--- src/rtl/wdt_pkg.sv ---
package wdt_pkg;

  typedef enum logic [1:0] {
    OUTC_NONE  = 2'd0,
    OUTC_RESET = 2'd1,
    OUTC_NMI   = 2'd2
  } wdt_outcome_e;

  function automatic int unsigned sat_code(input int unsigned code,
                                           input int unsigned max_code);
    return (code > max_code) ? max_code : code;
  endfunction

endpackage

--- src/rtl/wdt_period_sel.sv ---
module wdt_period_sel #(
  parameter int CODE_W     = 5,
  parameter int BASE_SHIFT = 5,
  parameter int MAX_CODE   = 20,
  localparam int CNT_W     = BASE_SHIFT + MAX_CODE
) (
  input  logic [CODE_W-1:0] ps_code,
  output logic [CNT_W-1:0]  term_cnt
);
  import wdt_pkg::*;

  int unsigned eff_code;

  always_comb begin
    eff_code = sat_code(int'(ps_code), MAX_CODE);
  end

  // Terminal count is a run of ones: bit b set when b < BASE_SHIFT + code.
  for (genvar b = 0; b < CNT_W; b++) begin : g_term
    assign term_cnt[b] = (b < (BASE_SHIFT + int'(eff_code)));
  end

  always_comb begin

    sat_term_chk : assert (term_cnt[CNT_W-1] == (int'(ps_code) >= MAX_CODE));
  end

endmodule

--- src/rtl/wdt_enable_ctrl.sv ---
module wdt_enable_ctrl (
  input  logic clk,
  input  logic rst_n,
  input  logic cfg_force_en,
  input  logic dev_rst,
  input  logic sw_on_wr,
  input  logic sw_on_val,
  output logic wdt_on
);

  logic sw_on_q;
  logic sw_on_d;

  always_comb begin
    sw_on_d = sw_on_q;
    if (dev_rst)       sw_on_d = 1'b0;
    else if (sw_on_wr) sw_on_d = sw_on_val;
  end

  always_ff @(posedge clk or negedge rst_n) begin
    if (!rst_n) sw_on_q <= 1'b0;
    else        sw_on_q <= sw_on_d;
  end

  assign wdt_on = cfg_force_en | sw_on_q;


  sw_rst_off_chk : assert property (@(posedge clk) disable iff (!rst_n)
    ($past(dev_rst) && !cfg_force_en) |-> !wdt_on);


  sw_write_chk : assert property (@(posedge clk) disable iff (!rst_n)
    (sw_on_wr && !dev_rst && !cfg_force_en) |=> (cfg_force_en || (wdt_on == $past(sw_on_val))));

endmodule

--- src/rtl/wdt_counter.sv ---
module wdt_counter #(
  parameter int CNT_W = 25
) (
  input  logic             clk,
  input  logic             rst_n,
  input  logic             run,
  input  logic             clr,
  input  logic [CNT_W-1:0] term_cnt,
  output logic             hit,
  output logic [CNT_W-1:0] cnt
);

  logic [CNT_W-1:0] cnt_q;
  logic [CNT_W-1:0] cnt_d;

  assign hit = run & ~clr & (cnt_q == term_cnt);

  always_comb begin
    cnt_d = cnt_q;
    if (clr)      cnt_d = '0;
    else if (hit) cnt_d = '0;
    else if (run) cnt_d = cnt_q + 1'b1;
  end

  always_ff @(posedge clk or negedge rst_n) begin
    if (!rst_n) cnt_q <= '0;
    else        cnt_q <= cnt_d;
  end

  assign cnt = cnt_q;


  clr_zero_chk : assert property (@(posedge clk) disable iff (!rst_n)
    clr |=> (cnt == '0));


  idle_hold_chk : assert property (@(posedge clk) disable iff (!rst_n)
    (!run && !clr) |=> $stable(cnt));

endmodule

--- src/rtl/wdt_outcome.sv ---
module wdt_outcome (
  input  logic clk,
  input  logic rst_n,
  input  logic hit,
  input  logic sleep_mode,
  input  logic idle_mode,
  output logic rst_req,
  output logic nmi_req,
  output logic timeout_evt
);
  import wdt_pkg::*;

  wdt_outcome_e sel;
  logic         rst_q, nmi_q, evt_q;

  always_comb begin
    if (!hit)                         sel = OUTC_NONE;
    else if (sleep_mode || idle_mode) sel = OUTC_NMI;
    else                              sel = OUTC_RESET;
  end

  always_ff @(posedge clk or negedge rst_n) begin
    if (!rst_n) begin
      rst_q <= 1'b0;
      nmi_q <= 1'b0;
      evt_q <= 1'b0;
    end else begin
      rst_q <= (sel == OUTC_RESET);
      nmi_q <= (sel == OUTC_NMI);
      evt_q <= (sel != OUTC_NONE);
    end
  end

  assign rst_req     = rst_q;
  assign nmi_req     = nmi_q;
  assign timeout_evt = evt_q;


  excl_req_chk : assert property (@(posedge clk) disable iff (!rst_n)
    !(rst_req && nmi_req));


  rst_pulse_chk : assert property (@(posedge clk) disable iff (!rst_n)
    rst_req |=> !rst_req);


  nmi_pulse_chk : assert property (@(posedge clk) disable iff (!rst_n)
    nmi_req |=> !nmi_req);


  evt_cover_chk : assert property (@(posedge clk) disable iff (!rst_n)
    (rst_req || nmi_req) |-> timeout_evt);


  nmi_state_chk : assert property (@(posedge clk) disable iff (!rst_n)
    (hit && (sleep_mode || idle_mode)) |=> nmi_req);

endmodule

--- src/rtl/wdog_timer.sv ---
module wdog_timer #(
  parameter int CODE_W     = 5,
  parameter int BASE_SHIFT = 5,
  parameter int MAX_CODE   = 20
) (
  input  logic              clk,
  input  logic              rst_n,
  input  logic              slow_tick,
  input  logic              cfg_force_en,
  input  logic [CODE_W-1:0] ps_code,
  input  logic              sw_on_wr,
  input  logic              sw_on_val,
  input  logic              svc_clr,
  input  logic              dbg_mode,
  input  logic              dbg_clr,
  input  logic              sleep_mode,
  input  logic              idle_mode,
  input  logic              irq_wake,
  input  logic              dev_rst,
  output logic              wdt_on,
  output logic              rst_req,
  output logic              nmi_req,
  output logic              timeout_evt
);

  localparam int CNT_W = BASE_SHIFT + MAX_CODE;

  logic [CNT_W-1:0] term_cnt;
  logic [CNT_W-1:0] cnt;
  logic             hit;
  logic             run;
  logic             clr;
  logic             low_pwr;

  assign low_pwr = sleep_mode | idle_mode;
  assign clr     = dev_rst | svc_clr | dbg_clr | (irq_wake & low_pwr);
  assign run     = wdt_on & slow_tick & ~dbg_mode;

  wdt_enable_ctrl u_en (
    .clk          (clk),
    .rst_n        (rst_n),
    .cfg_force_en (cfg_force_en),
    .dev_rst      (dev_rst),
    .sw_on_wr     (sw_on_wr),
    .sw_on_val    (sw_on_val),
    .wdt_on       (wdt_on)
  );

  wdt_period_sel #(
    .CODE_W     (CODE_W),
    .BASE_SHIFT (BASE_SHIFT),
    .MAX_CODE   (MAX_CODE)
  ) u_psel (
    .ps_code  (ps_code),
    .term_cnt (term_cnt)
  );

  wdt_counter #(
    .CNT_W (CNT_W)
  ) u_cnt (
    .clk      (clk),
    .rst_n    (rst_n),
    .run      (run),
    .clr      (clr),
    .term_cnt (term_cnt),
    .hit      (hit),
    .cnt      (cnt)
  );

  wdt_outcome u_out (
    .clk         (clk),
    .rst_n       (rst_n),
    .hit         (hit),
    .sleep_mode  (sleep_mode),
    .idle_mode   (idle_mode),
    .rst_req     (rst_req),
    .nmi_req     (nmi_req),
    .timeout_evt (timeout_evt)
  );


  dbg_freeze_chk : assert property (@(posedge clk) disable iff (!rst_n)
    (dbg_mode && !clr) |=> $stable(cnt));


  off_quiet_chk : assert property (@(posedge clk) disable iff (!rst_n)
    (!wdt_on && !clr) |=> ($stable(cnt) && !timeout_evt));


  force_on_chk : assert property (@(posedge clk) disable iff (!rst_n)
    cfg_force_en |-> wdt_on);


  term_bound_chk : assert property (@(posedge clk) disable iff (!rst_n)
    (timeout_evt && $stable(ps_code)) |-> (cnt == '0));

endmodule

--- config.mk ---
export PLATFORM = sky130hd
export DESIGN_NAME = wdog_timer
export DESIGN_NICKNAME = d
export VERILOG_FILES = /design/src/rtl/wdt_pkg.sv /design/src/rtl/wdt_period_sel.sv /design/src/rtl/wdt_enable_ctrl.sv /design/src/rtl/wdt_counter.sv /design/src/rtl/wdt_outcome.sv /design/src/rtl/wdog_timer.sv
export SDC_FILE = /design/constraint.sdc
export NUM_CORES = 1
export LEC_CHECK = 0
export ABC_AREA = 1
export ABC_CLOCK_PERIOD_IN_PS = 2700
export BUFFER_PORTS_ARGS = -buffer_cell sky130_fd_sc_hd__buf_4
export CAP_MARGIN = 20
export CORE_ASPECT_RATIO = 0.6
export CORE_UTILIZATION = 50
export CTS_CLUSTER_DIAMETER = 150
export CTS_CLUSTER_SIZE = 14
export DETAILED_ROUTE_END_ITERATION = 10
export GPL_TIMING_DRIVEN = 0
export PLACE_DENSITY = 0.67
export RECOVER_POWER = 50
export REMOVE_ABC_BUFFERS = 1
export SYNTH_ARGS = -nofsm -noshare
export SYNTH_HDL_FRONTEND = slang
export SYNTH_SLANG_ARGS = --single-unit
--- constraint.sdc ---
create_clock -name clk -period 2.7 [get_ports clk]
set_clock_uncertainty 0.05 [all_clocks]
set_input_delay 0.405 -clock clk [delete_from_list [all_inputs] [get_ports clk]]
set_output_delay 0.405 -clock clk [all_outputs]
set_load 0.02 [all_outputs]
==> metrics.md <==
| Metric | Value |
|---|---|
| Run status | complete, but fails checks |
| Failing checks | max-capacitance violations, max-slew violations |
| Die H | 60.4 um |
| Gr usage total | 0.331 |
| Tcrit/Tclk final | 0.965 |
| Setup Crit Path Kind | in2reg |
| Post-Synth Simple-Gate Area | 0.513 |
| Clock transition at the registers of the reported paths | 70 ps |
| Routability cong. | 0.960 |
| Avg Vias per Cell | 5.77 |
| Leak | 1.70 nW |
| Routed vias | 3,243 |
| Synth async-reset ratio | 1.00 |
| Die Width | 99.3 um |
| Crit-path max FO | 5 |
| Most frequent cells in the layout | nand2_1, inv_1, nand3_1 |
| EDFF count, synth | 0 |
| N_diodes | 0 |
| Minimum clock period | 2610 ps |
| Detail Route Antenna Nets | 0 |
| FF/Latch Area | 726 um^2 |
| Row count | 20 |
| Largest family of logic cells by synthesized area | simple AND/OR/NAND/NOR gates |
| Pre-antenna DRT Iters | 5 |
| Fill count | 475 |
| Hold Path Class | in2reg |
| Multi-input logic area | 2060 um^2 |
| Hold buffers post-CTS | 0 |
| First-pass GRT wire length | 14,700 um |
| Non-filler cells, final | 562 |
| Initial antenna violation count | 0 |
| Most common flop cell mapped by yosys | dfrtp_1 |
| # nets final | 516 |
| Clk_lat worst skew | 290 ps |
| Worst-Margin Slew | 1820 ps |
| CTS tree | done |
| Pwr Density | 332 nW/um^2 |
| Die area | 6000 um^2 |
| Metal1 wirelength | 4380 um |
| Syn avg cell area | 6.20 um^2 |
| Routed len/inst | 17.4 um |
| Num Clock Sinks | 29 |
| VDD IR max | 0.252 mV |
| Placed insts | 534 |
| Routed wire length on met3 | 1280 um |
| Port Buffers | 21 |
| Flops & latches, synth | 29 |
| Crit end category | register |
| Data required, critical path | 2830 ps |
| Post-route cell area | 3570 um^2 |
| Post-synth top area cell | dfrtp_1 |
| Post-route DRC violation count | 0 |
| Gr ovfl total | 0 |
| Largest net degree at the start of global routing | 30 |
| Max-slew headroom | -0.212 |
| H-tree depth | 2 |
| Number of distinct library cells after synthesis | 37 |
| Initial DRC Count | 477 |
| Cells after synthesis | 458 |
| Most common cell after layout, fill and taps aside | nand2_1 |
| Starting Density | 0.541 |
| Seq/Total Area, Yosys | 0.255 |
| Synthesized area | 2840 um^2 |
| Layout cells sized above 1 | 0.226 |
| Post-detail-place hpwl | 6700 um |
| Clock Tree Buf Depth | 2 |
| P&R area growth vs syn | 25.6% |
| Final Max Slew Viols | 30 |
| Final WL | 9760 um |
| Setup violators final | 0 |
| Yosys warnings | 0 |
| DP Area | 3010 um^2 |
| # IOs | 22 |
| Mux cell area share after synthesis | 0 |
| Synth top area share | 0.255 |
| Adder-cell area share of the yosys netlist | 0.0132 |
| Core box area | 5260 um^2 |
| Top Metal Used | met4 |
| CTS buffer count | 5 |
| Vias in the first global route | 2,767 |
| Launching element type of the critical path | input pin |
| Synth Area in XOR/XNOR | 0.0524 |
| CTS Root Cell | clkbuf_8 |
| Compound-Gate Fraction of Synth Area | 0.0586 |
| Max Freq | 0.384 GHz |
| Final Hold Vio Count | 0 |
| Max_cap viols | 1 |
| WP data arrival | 2740 ps |
| Met2 WL | 3970 um |
| Area contributors post-synth | dfrtp_1, nand2_1, nand3_1, inv_1, nor2_1 |
## cell type report
type / count / area share
Clock inverter: 2 / 0.0105
Multi-Input combinational cell: 363 / 0.576
Clock buffer: 6 / 0.0231
Inverter: 59 / 0.0652
Sequential cell: 29 / 0.203
Timing Repair Buffer: 37 / 0.0982
Tap cell: 66 / 0.0231
## cells by family after synthesis
logic type / count (synthesis)
AOI/OAI and AO/OA: 26
xor gates and xnor gates: 17
and+or+nand+nor: 312
buffers and inverters: 71
DFF: 29
adders and majority gates: 3
## Yosys cell counts, types with 4 or more instances
cell type  count
nand2_4        4
nand3_2        7
clkbuf_1       5
a21oi_1        5
inv_1         55
nand2_2        4
o21ai_0        7
buf_6          4
nor2_1        46
inv_2          4
nor3_1        12
xor2_1        16
nand2_1      158
nand3_1       54
dfrtp_1       29
nand4_1       12
## power breakdown
part | switching [mW] | internal [mW] | leakage (nW)
registers | 0.000906 | 0.435 | 0.404
logic | 0.164 | 0.0946 | 1.24
clock network | 0.192 | 0.300 | 0.0574
## path summary, 6_finish.rpt
check,end,slack [ps],start,depth (start not counted)
max,u_cnt.cnt[9],90,ps_code[2],21
min,u_en.sw_on_q,240,dev_rst,2
max reg2reg,u_cnt.cnt[18],240,u_cnt.cnt[0],11
min reg2reg,u_en.sw_on_q,530,u_en.sw_on_q,2
max in group asynchronous,u_cnt.cnt[9],1000,rst_n,1
min in group asynchronous,u_cnt.cnt[2],560,rst_n,1
## sequential cells by signal, summed over array words and instances (netlist names)
signal,cells
u_cnt.cnt,25
u_en.sw_on_q,1
u_out.nmi_req,1
u_out.rst_req,1
u_out.timeout_evt,1
## stage by stage
step           worst slack, ps   util  TNS (ps)  hold slack [ps]  total power, mW
2_1_floorplan             -104      -     -1950             59.4            0.576
3_3_place_gp              -901  0.570    -22580              312            0.642
3_5_place_dp              -926  0.572    -22770              321            0.645
4_1_cts                   7.30  0.640         0             16.0             1.15
5_1_grt                  -81.3  0.679     -1210              249             1.23
6_report                  95.0  0.679         0              241             1.19
## routing by layer
metal,vias to the layer above,GRT usage
met5,-,0.0385
met4,0,0.0567
met3,21,0.0726
met2,206,0.491
met1,1463,0.495
li1,1553,-
## worst max-delay path, stage by stage
cell and delay [ps]:
buf_4 140, inv_4 60, nor2_1 30, nand2_1 100
nand2_4 70, nand2_4 60, inv_2 40, ha_4 160
inv_4 60, nand2_4 60, a21oi_4 230, buf_6 160
nand3_4 130, nand3_2 100, nand2_1 100, a21oi_1 250
nand3_1 110, nor2_1 180, nand2_2 150, nand2_1 90
nand2_1 50
## repair_timing
action                     in CTS  in global routing
gates cloned                    4                  1
gates resized for setup        20                 39
setup endpoints to repair      27                 27
pin swaps                       9                 23
buffers inserted               10                  5
No activity file was read; power rests on OpenSTA's default activity.
